File: src/rtl/phy_bmcr_ctl.sv
module phy_bmcr_ctl #(
  parameter int ADDR_W = 5,
  parameter logic [ADDR_W-1:0] CTRL_ADDR = '0,
  parameter int NIB = 4
) (
  input  logic              clk,
  input  logic              rst_n,
  input  logic [ADDR_W-1:0] mgmt_addr,
  input  logic [15:0]       mgmt_wdata,
  input  logic              mgmt_we,
  output logic [15:0]       mgmt_rdata,
  input  logic              an_speed,
  input  logic              an_duplex,
  input  logic              an_started,
  output logic              eff_speed100,
  output logic              eff_full_dup,
  output logic              an_restart,
  output logic              pwr_down,
  output logic              loop_en,
  input  logic [NIB-1:0]    mac_txd,
  input  logic              mac_tx_en,
  input  logic              mac_tx_er,
  output logic [NIB-1:0]    phy_txd,
  output logic              phy_tx_en,
  output logic              phy_tx_er,
  input  logic              phy_tx_clk,
  input  logic              phy_rx_clk,
  input  logic              phy_rx_dv,
  input  logic              phy_rx_er,
  input  logic [NIB-1:0]    phy_rxd,
  input  logic              phy_col,
  input  logic              phy_crs,
  output logic              mac_tx_clk,
  output logic              mac_rx_clk,
  output logic              mac_rx_dv,
  output logic              mac_rx_er,
  output logic [NIB-1:0]    mac_rxd,
  output logic              mac_col,
  output logic              mac_crs
);
  localparam int B_SRST = 15, B_LOOP = 14, B_SPD = 13, B_ANEN = 12;
  localparam int B_PD = 11, B_ISO = 10, B_RST_AN = 9, B_DUP = 8, B_COLT = 7;

  logic loop_q, spd_q, an_en_q, pd_q, iso_q, pend_q, dup_q, colt_q, strobe_q;

  wire hit    = mgmt_addr == CTRL_ADDR;
  wire wr     = mgmt_we && hit;
  wire srst   = wr && mgmt_wdata[B_SRST];
  wire accept = wr && !mgmt_wdata[B_SRST] && mgmt_wdata[B_ANEN] && mgmt_wdata[B_RST_AN] && !pend_q;

  always_ff @(posedge clk or negedge rst_n) begin
    if (!rst_n) begin
      loop_q <= 1'b0; spd_q <= 1'b0; an_en_q <= 1'b1; pd_q <= 1'b0;
      iso_q <= 1'b0; pend_q <= 1'b0; dup_q <= 1'b0; colt_q <= 1'b0;
      strobe_q <= 1'b0;
    end else begin
      strobe_q <= accept;
      if (srst) begin
        loop_q <= 1'b0; spd_q <= 1'b0; an_en_q <= 1'b1; pd_q <= 1'b0;
        iso_q <= 1'b0; pend_q <= 1'b0; dup_q <= 1'b0; colt_q <= 1'b0;
      end else begin
        if (wr) begin
          loop_q  <= mgmt_wdata[B_LOOP];
          spd_q   <= mgmt_wdata[B_SPD];
          an_en_q <= mgmt_wdata[B_ANEN];
          pd_q    <= mgmt_wdata[B_PD];
          iso_q   <= mgmt_wdata[B_ISO];
          dup_q   <= mgmt_wdata[B_DUP];
          colt_q  <= mgmt_wdata[B_COLT];
        end
        if (accept)                         pend_q <= 1'b1;
        else if (wr && !mgmt_wdata[B_ANEN]) pend_q <= 1'b0;
        else if (an_started)                pend_q <= 1'b0;
      end
    end
  end

  assign mgmt_rdata = hit ? {1'b0, loop_q, spd_q, an_en_q, pd_q, iso_q, pend_q, dup_q, colt_q, 7'b0}
                          : 16'h0000;

  assign eff_speed100 = an_en_q ? an_speed  : spd_q;
  assign eff_full_dup = an_en_q ? an_duplex : dup_q;
  assign an_restart   = strobe_q;
  assign pwr_down     = pd_q;
  assign loop_en      = loop_q;

  assign phy_txd   = iso_q ? '0   : mac_txd;
  assign phy_tx_en = iso_q ? 1'b0 : mac_tx_en;
  assign phy_tx_er = iso_q ? 1'b0 : mac_tx_er;

  assign mac_tx_clk = !iso_q && phy_tx_clk;
  assign mac_rx_clk = !iso_q && phy_rx_clk;
  assign mac_rx_dv  = !iso_q && phy_rx_dv;
  assign mac_rx_er  = !iso_q && phy_rx_er;
  assign mac_rxd    = iso_q ? '0 : phy_rxd;
  assign mac_crs    = !iso_q && phy_crs;
  assign mac_col    = !iso_q && (phy_col || (colt_q && mac_tx_en));
endmodule


File: config.mk
export PLATFORM = sky130hd
export DESIGN_NAME = phy_bmcr_ctl
export DESIGN_NICKNAME = d
export VERILOG_FILES = /design/src/rtl/phy_bmcr_ctl.sv
export SDC_FILE = /design/constraint.sdc
export NUM_CORES = 1
export LEC_CHECK = 0
export CORE_MARGIN = 2
export CORE_UTILIZATION = 25
export CTS_CLUSTER_DIAMETER = 150
export DETAILED_ROUTE_END_ITERATION = 10
export GPL_TIMING_DRIVEN = 1
export MAX_ROUTING_LAYER = met4
export PLACE_DENSITY = 0.87
export SYNTH_ARGS = -nofsm -noshare
export SYNTH_HDL_FRONTEND = slang
export SYNTH_SLANG_ARGS = --single-unit
File: constraint.sdc
create_clock -name clk -period 1.5 [get_ports clk]
set_input_delay 0.45 -clock clk [delete_from_list [all_inputs] [get_ports clk]]
set_output_delay 0.45 -clock clk [all_outputs]
set_load 0.02 [all_outputs]
==> flow_summary.json, run 1 <==
{
  "power.density_nw_per_um2": 649,
  "muxShareOfSynthArea": 0.157,
  "clock_skew_ns": 0.000326,
  "synth_top_family_by_area": "simple AND/OR/NAND/NOR gates",
  "drive_above_1_share": 0.556,
  "yosysSeqAreaShare": 0.316,
  "busiest_layer": "met2",
  "setup_viol": 26,
  "critPathTopFamily": "simple AND/OR/NAND/NOR gates",
  "stdcell_count": 193,
  "cp-start-kind": "input port",
  "fmax_ghz": 0.560,
  "clock_latency_ns": 0.26,
  "syn_area_per_cell_um2": 10.1,
  "drv_cap": 0,
  "core_area_um2": 2730,
  "place_congestion": 0.737,
  "r2r_cells": 3,
  "io_buffers": 64,
  "cts.sinks": 9,
  "dp_cells": 177,
  "p_leak_nw": 0.890,
  "crit_chain": "buf_4 -> nor4b_4 -> buf_4 -> and2_4 -> buf_6",
  "rrSetupSlack_ns": 0.37,
  "path_max_fanout": 4,
  "synthAdderAreaFrac": 0,
  "vias_per_cell": 4.28,
  "path_clk_slew_ns": 0.06,
  "via_count": 827,
  "ys_top_cells_by_count": "nor2b_1 (21), and2_1 (8), buf_4 (8), dfrtp_1 (8), mux2_4 (6)",
  "die-area_um2": 3310,
  "synthFlopType": "dfrtp_1",
  "synth_top_area_share": 0.280,
  "synth-xor-area-share": 0,
  "grt_use_total": 0.162,
  "cp_num_buf_inv": 3,
  "worst-setup-path-type": "in -> out",
  "maxSlewViolCount": 0,
  "synth_area_um2": 716,
  "vdd_ir_drop_max_uv": 546,
  "fill_cells": 228,
  "regToRegEndpoint": "pend_q$_DFFE_PN0P_",
  "regArea_um2": 228,
  "drt-initial-drc-count": 14,
  "drc_errors": 0,
  "yosys_warnings": 0,
  "die_w_um": 57.5,
  "synth.distinct_cells": 19,
  "cp.required_ns": 1.05,
  "initial_core_util": 0.262,
  "synthArstFlopShare": 1.00,
  "setup_slack_ns": -0.287,
  "synth_edf_count": 0,
  "r2r_start": "pend_q$_DFFE_PN0P_",
  "antenna_found_initial": 0,
  "hpwlAfterDp_mm": 1.89,
  "gr-usage-met1": 0.140,
  "cp_common_cell": "buf_4",
  "cts_hold_buffers": 0,
  "critPathCaptureType": "output port",
  "synth_cells": 71,
  "grt_pass1_vias": 892,
  "die_h_um": 57.5,
  "ioPinCount": 80,
  "cts_root_buf": "clkbuf_4",
  "synth_area_leaders": "dfrtp_1 (28%), nor2b_1 (18%), mux2_4 (13%), buf_4 (8.4%), and2_1 (7.0%)",
  "cp_slowest_stage_delay_ns": 0.32,
  "grt_pass1_wl_mm": 3.88,
  "antenna_cells": 0,
  "yosysTopAreaCell": "dfrtp_1",
  "rsz0062_at_grt": "yes",
  "crit_slowest_cell": "nor4b_4",
  "clock_path_buffers": 2,
  "finalCriticalPeriod_ns": 1.79,
  "core.rowCount": 19,
  "drt-pass1-iter-count": 4,
  "overflow": 0,
  "numCtsBuffers": 3,
  "cts_tree": "built",
  "met3_usage": 0.0499,
  "whs_ns": 0.481,
  "final_util": 0.616,
  "violations": "negative setup slack",
  "hp-class": "in -> async",
  "hold_viol": 0,
  "drt-wirelength-per-cell_um": 14.2,
  "outcome": "finished with violations",
  "synth_compound_area_frac": 0.0315,
  "area_growth_syn_to_layout_pct": 135,
  "ys_ff_latch": 9,
  "met2_usage": 0.321,
  "multiInputGateArea_um2": 544,
  "wirelength_mm": 2.74,
  "cts_max_level": 1,
  "grt_max_degree": 10,
  "ant_nets": 0,
  "finalCritPeriodShare": 1.19,
  "yosys.area_share.simple": 0.400,
  "nets": 206,
  "worstPathArrival_ns": 1.34,
  "synth.most_common_cell": "nor2b_1"
}
## through the flow
| step | setup WS, ns | area, um^2 | total power, mW | setup TNS [ns] |
|---|---|---|---|---|
| floorplan | -0.0997 | 758 | 0.529 | -0.777 |
| global placement | -1.09 | 1470 | 0.784 | -23.21 |
| detailed placement | -1.14 | 1470 | 0.796 | -24.17 |
| CTS | -0.323 | 1600 | 1.05 | -4.94 |
| global route | -0.357 | 1690 | 1.16 | -6.21 |
| finish | -0.287 | 1690 | 1.09 | -4.90 |
## logic make-up after synthesis
kind of cell	after synthesis
simple gates	40
compound gates	4
other cells	1
buf+inv	9
flops	9
mux	8
## cell type report
class / instances / area share
Clock buffer: 4 / 0.0156
Multi-Input combinational cell: 60 / 0.323
Sequential cell: 9 / 0.135
Tap cell: 31 / 0.0230
Timing Repair Buffer: 89 / 0.503
## report_power, final
group          total (mW)  internal (mW)  switching (mW)
clock               0.188          0.103          0.0851
combinational       0.598          0.349           0.249
sequential          0.308          0.276          0.0323
total                1.09          0.727           0.366
## cells in the final DEF (no fill, tap or decap)
master / n
buf_6: 30
buf_4: 24
dlygate4sd2_1: 20
nor2b_1: 14
clkdlybuf4s50_1: 13
and2_4: 8
mux2_4: 8
conb_1: 8
nor2b_4: 7
dfrtp_1: 7
clkbuf_4: 3
nor2_4: 2
nor4b_4: 2
nand2b_1: 2
nor2_1: 2
a21oi_1: 2
nand2_4: 1
or3b_1: 1
a31oi_1: 1
and3_2: 1
o22ai_1: 1
dfstp_2: 1
clkbuf_1: 1
buf_2: 1
dfrtp_2: 1
buf_12: 1
## repair_timing
item	4_1_cts	5_1_grt
resized for setup	209	18
setup buffers	9	2
pin swaps	9	2
cloned	1	0
setup endpoints to repair	38	26
## flip-flops by register name (all words and copies together), names as in the netlist
name	flops
an_en_q	1
spd_q	1
an_restart	1
pwr_down	1
iso_q	1
colt_q	1
dup_q	1
loop_en	1
pend_q	1
## worst max path at each step
| stage | slack (ns) | start | depth (start not counted) | endpoint |
|---|---|---|---|---|
| after global routing | -0.36 | mgmt_addr[3] | 6 | mgmt_rdata[10] |
| after detailed placement | -1.14 | mgmt_addr[0] | 5 | mgmt_rdata[9] |
| final | -0.29 | mgmt_addr[0] | 5 | mgmt_rdata[10] |
| after floorplan | -0.1 | mgmt_addr[3] | 3 | mgmt_rdata[10] |
| after CTS | -0.32 | mgmt_addr[2] | 6 | mgmt_rdata[8] |
| after global placement | -1.09 | mgmt_addr[0] | 5 | mgmt_rdata[9] |
## metal layers
| metal | share of wire | wire length (um) |
|---|---|---|
| met5 | 0 | 0 |
| met4 | 0.0084 | 23 |
| met3 | 0.099 | 270 |
| met2 | 0.57 | 1580 |
| met1 | 0.32 | 871 |
(Power assumes the default switching activity.)
==> run 2: changes to the inputs <==
--- a/config.mk
+++ b/config.mk
@@ -12,6 +12,7 @@
 export GPL_TIMING_DRIVEN = 1
 export MAX_ROUTING_LAYER = met4
 export PLACE_DENSITY = 0.87
+export SKIP_LAST_GASP = 1
 export SYNTH_ARGS = -nofsm -noshare
 export SYNTH_HDL_FRONTEND = slang
 export SYNTH_SLANG_ARGS = --single-unit
==> constraint.sdc (replaced) <==
create_clock -name clk -period 1.6 [get_ports clk]
set_input_delay 0.48 -clock clk [delete_from_list [all_inputs] [get_ports clk]]
set_output_delay 0.48 -clock clk [all_outputs]
set_load 0.02 [all_outputs]
==> run 2 against run 1 <==
Net effect: the flow still finishes with violations (negative setup slack); clock power decreased by 8%; first-iteration DRC count decreased by 21%; cell count decreased by 3.6%; non-clock buffer count decreased by 7; register-to-register slack improved by 0.07 ns; via count decreased by 3.4%; die area unchanged; hold slack improved by 0.039 ns; total power decreased by 9.8%; combinational power decreased by 12%; critical path type unchanged; largest cell class unchanged.
==> flow_summary.json, run 2 (same netlist as run 1, synthesis figures left out) <==
{
  "crit_chain": "buf_6 -> nor2_4 -> nor4b_4 -> buf_6 -> and2_2 -> buf_6",
  "final_util": 0.597,
  "power.switching_mw": 0.333,
  "finalCriticalPeriod_ns": 1.85,
  "swShare": 0.337,
  "die-area_um2": 3310,
  "vias_per_cell": 4.30,
  "setup_viol": 15,
  "grt_use_total": 0.157,
  "setup_slack_ns": -0.254,
  "clock_skew_ns": 0.0000548,
  "path_max_fanout": 5,
  "cp_num_buf_inv": 3,
  "r2r_cells": 4,
  "die_w_um": 57.5,
  "grt_pass1_vias": 823,
  "cts_max_level": 1,
  "outcome": "finished with violations",
  "fin_area_um2": 1630,
  "cts_root_buf": "clkbuf_4",
  "power.density_nw_per_um2": 605,
  "die_h_um": 57.5,
  "core_area_um2": 2730,
  "io_buffers": 64,
  "placement.cell_area_um2": 1450,
  "drt-wirelength-per-cell_um": 13.9,
  "path_depth": 6,
  "hpwlAfterDp_mm": 1.90,
  "ioPinCount": 80,
  "drive_above_1_share": 0.548,
  "core.rowCount": 19,
  "p_leak_nw": 0.863,
  "hold_viol": 0,
  "numCtsBuffers": 3,
  "drv_cap": 0,
  "vdd_ir_drop_max_uv": 447,
  "drt-initial-drc-count": 11,
  "ant_nets": 0,
  "clock_latency_ns": 0.25,
  "area_growth_syn_to_layout_pct": 128,
  "via_count": 799,
  "pwr-share-comb": 0.535,
  "grt_pass1_wl_mm": 3.86,
  "mostFrequentLayoutCell": "buf_6",
  "grt_max_degree": 10,
  "violations": "negative setup slack",
  "p_int_mw": 0.654,
  "fmax_ghz": 0.539,
  "mostFrequentLayoutCells": "buf_6 (29), dlygate4sd2_1 (21), buf_4 (19)",
  "drc_errors": 0,
  "cp-start-kind": "input port",
  "antenna_found_initial": 0,
  "cp.required_ns": 1.12,
  "crit_slowest_cell": "nor4b_4",
  "worstPathArrival_ns": 1.37,
  "cp_common_cell": "buf_6",
  "whs_ns": 0.520,
  "place_ws_ns": -1.10,
  "place_congestion": 0.738,
  "clock_path_buffers": 2,
  "maxSlewViolCount": 0,
  "power_frac_clock": 0.175,
  "hp-class": "in -> async",
  "nets": 199,
  "cp_slowest_stage_delay_ns": 0.26,
  "seqPwrFrac": 0.290,
  "cts_tree": "built",
  "drt-pass1-iter-count": 4,
  "path_clk_slew_ns": 0.06,
  "finalCritPeriodShare": 1.16,
  "rsz0062_at_grt": "yes",
  "worst-setup-path-type": "in -> out",
  "initial_core_util": 0.262,
  "cts.sinks": 9,
  "critPathTopFamily": "simple AND/OR/NAND/NOR gates",
  "antenna_cells": 0,
  "overflow": 0,
  "wirelength_mm": 2.58,
  "cts_hold_buffers": 0,
  "critPathCaptureType": "output port"
}
[run 2: routing by layer]
layer / routed length [um] / track usage
met1: 838 / 0.166
met2: 1500 / 0.292
met3: 245 / 0.0408
met4: 0 / 0.0299
met5: 0 / -
[run 2: path summary, 6_finish.rpt]
check / from / endpoint / slack [ns]
hold / removal: rst_n / iso_q$_DFFE_PN0P_ / 0.52
setup / recovery: mgmt_addr[3] / mgmt_rdata[7] / -0.25
setup reg to reg: iso_q$_DFFE_PN0P_ / iso_q$_DFFE_PN0P_ / 0.44
min in group clk: mgmt_we / an_en_q$_DFFE_PN1P_ / 0.53
max in group asynchronous: rst_n / an_en_q$_DFFE_PN1P_ / 0.76
hold reg to reg: loop_en$_DFFE_PN0P_ / loop_en$_DFFE_PN0P_ / 0.55
[run 2: layout make-up]
type | instances | area, um^2
multi-input cells | 60 | 562
well taps | 31 | 38.8
repair buffers | 82 | 778
clock buffers | 4 | 26.3
flip-flops and latches | 9 | 226
fillers | 238 | 1100
[run 2: power by group through the flow]
stage / registers, mW / logic, mW / clock network, mW
after floorplan: 0.289 / 0.207 / 0
after global placement: 0.286 / 0.441 / 0
after detailed placement: 0.288 / 0.450 / 0
after CTS: 0.286 / 0.493 / 0.177
after global routing: 0.292 / 0.557 / 0.195
final: 0.286 / 0.528 / 0.173
[run 2: per-stage QoR]
| stage | TNS, ns | total power [mW] | instances |
|---|---|---|---|
| finish | -2.35 | 0.987 | 186 |
| floorplan | -0.457 | 0.496 | 78 |
| detailed placement | -22.55 | 0.738 | 174 |
| global placement | -21.54 | 0.726 | 174 |
| global route | -3.23 | 1.04 | 186 |
| CTS | -2.51 | 0.956 | 185 |
[run 2: what timing repair did]
| item | CTS | global route |
|---|---|---|
| cloned | 1 | 0 |
| resized for setup | 213 | 17 |
| pin swaps | 8 | 2 |
| endpoints found under the hold margin | 0 | 0 |
| setup buffers | 6 | 1 |
| setup endpoints to repair | 37 | 21 |
==> run 3: changes to the inputs <==
--- a/config.mk
+++ b/config.mk
@@ -5,13 +5,15 @@
 export SDC_FILE = /design/constraint.sdc
 export NUM_CORES = 1
 export LEC_CHECK = 0
+export CELL_PAD_IN_SITES_DETAIL_PLACEMENT = 0
+export CELL_PAD_IN_SITES_GLOBAL_PLACEMENT = 1
 export CORE_MARGIN = 2
-export CORE_UTILIZATION = 25
+export CORE_UTILIZATION = 16
 export CTS_CLUSTER_DIAMETER = 150
 export DETAILED_ROUTE_END_ITERATION = 10
 export GPL_TIMING_DRIVEN = 1
 export MAX_ROUTING_LAYER = met4
-export PLACE_DENSITY = 0.87
+export PLACE_DENSITY = 0.86
 export SKIP_LAST_GASP = 1
 export SYNTH_ARGS = -nofsm -noshare
 export SYNTH_HDL_FRONTEND = slang
==> run 3 against run 2 <==
Net effect: non-clock buffer count is 2 lower; setup slack improved by 0.038 ns; clock-buffer cell count unchanged; the run still ends with negative setup slack left; die area rose by 52%; largest cell class unchanged; critical path type unchanged.
==> flow_summary.json, run 3 (same netlist as run 1, synthesis figures left out) <==
{
  "power.density_nw_per_um2": 637,
  "seqPwrFrac": 0.294,
  "ioPinCount": 80,
  "die_h_um": 70.9,
  "whs_ns": 0.540,
  "busiest_layer": "met2",
  "swShare": 0.308,
  "core_area_um2": 4320,
  "cts_max_level": 1,
  "finalCriticalPeriod_ns": 1.82,
  "mostFrequentLayoutCells": "buf_4 (30), dlygate4sd2_1 (22), nor2b_1 (18)",
  "drt-wirelength-per-cell_um": 10.5,
  "place_congestion": 0.744,
  "drive_above_1_share": 0.490,
  "setup_slack_ns": -0.216,
  "numCtsBuffers": 3,
  "initial_core_util": 0.166,
  "ant_nets": 0,
  "cts_root_buf": "clkbuf_8",
  "drc_errors": 0,
  "hold_viol": 0,
  "drt-pass1-iter-count": 2,
  "vias_per_cell": 3.75,
  "grt_pass1_wl_mm": 3.50,
  "antenna_found_initial": 0,
  "gr-usage-met1": 0.104,
  "worst-setup-path-type": "in -> out",
  "violations": "negative setup slack",
  "io_buffers": 64,
  "grt_use_total": 0.0896,
  "antenna_cells": 0,
  "p_leak_nw": 0.799,
  "grt_pass1_vias": 752,
  "fmax_ghz": 0.551,
  "clock_skew_ns": 0.000119,
  "outcome": "finished with violations",
  "grt_max_degree": 18,
  "wirelength_mm": 2.15,
  "cp.required_ns": 1.12,
  "p_int_mw": 0.675,
  "cts_tree": "built",
  "critPathCaptureType": "output port",
  "cts_hold_buffers": 0,
  "cts.sinks": 9,
  "finalPower_mw": 0.976,
  "mostFrequentLayoutCell": "buf_4",
  "cp-start-kind": "input port",
  "path_max_fanout": 5,
  "finalCritPeriodShare": 1.13,
  "clock_latency_ns": 0.22,
  "vdd_ir_drop_max_uv": 324,
  "area_growth_syn_to_layout_pct": 114,
  "r2r_cells": 3,
  "drt-initial-drc-count": 7,
  "hold_depth": 1,
  "pwr-share-comb": 0.446,
  "fin_area_um2": 1530,
  "hpwlAfterDp_mm": 1.81,
  "worstPathArrival_ns": 1.34,
  "met2_usage": 0.148,
  "nets": 197,
  "clock_path_buffers": 2,
  "met3_usage": 0.0328,
  "path_clk_slew_ns": 0.04,
  "maxSlewViolCount": 0,
  "power.switching_mw": 0.301,
  "overflow": 0,
  "die_w_um": 70.9,
  "placement.cell_area_um2": 1490,
  "power_frac_clock": 0.260,
  "rsz0062_at_grt": "yes",
  "drv_cap": 0,
  "hp-class": "reg -> reg",
  "via_count": 768,
  "dp_cells": 197,
  "setup_viol": 10,
  "core.rowCount": 24,
  "die-area_um2": 5020,
  "stdcell_count": 205
}
==> run 3: path summary, 6_finish.rpt <==
path	startpoint	end	slack (ns)
max in group asynchronous	rst_n	an_en_q$_DFFE_PN1P_	0.74
worst max-delay path	mgmt_addr[4]	mgmt_rdata[8]	-0.22
worst min register to register	loop_en$_DFFE_PN0P_	loop_en$_DFFE_PN0P_	0.54
worst min-delay path	loop_en$_DFFE_PN0P_	loop_en$_DFFE_PN0P_	0.54
worst max register to register	pend_q$_DFFE_PN0P_	pend_q$_DFFE_PN0P_	0.48
min in group asynchronous	rst_n	spd_q$_DFFE_PN0P_	0.55
==> run 3: layer usage <==
metal  up-vias  wire, um
li1        382         -
met1       346       803
met2        40      1100
met3         0       241
met4         0         0
met5         -         0
==> run 3: final cells by class <==
cell class | instances | area [um^2]
Multi-Input combinational cell | 60 | 497
Timing Repair Buffer | 80 | 701
Fill cell | 473 | 2790
Tap cell | 52 | 65.1
Sequential cell | 9 | 226
Clock buffer | 4 | 45.0
==> run 3: worst max-delay path: stages <==
cell	delay [ns]
buf_4	0.13
nor4b_4	0.29
buf_4	0.18
and2_4	0.14
buf_6	0.11
==> run 3: power by group through the flow <==
stage | registers (mW) | clock network, mW | logic [mW]
6_report | 0.287 | 0.254 | 0.436
5_1_grt | 0.292 | 0.281 | 0.468
4_1_cts | 0.288 | 0.266 | 0.435
3_5_place_dp | 0.289 | 0 | 0.442
3_3_place_gp | 0.287 | 0 | 0.440
2_1_floorplan | 0.289 | 0 | 0.207
==> run 3: repair_timing <==
action | in CTS | in global routing
gates resized for setup | 195 | 4
buffers inserted | 3 | 1
setup endpoints to repair | 37 | 25
cloned | 0 | 0
pin swaps | 7 | 1
==> run 3: through the flow <==
step	setup slack, ns	utilization	setup TNS (ns)
after floorplan	-0.0597	-	-0.457
after detailed placement	-1.12	0.345	-22.15
after global routing	-0.286	0.355	-2.54
final	-0.216	0.355	-1.92
after global placement	-1.08	0.345	-21.65
after CTS	-0.240	0.351	-2.15
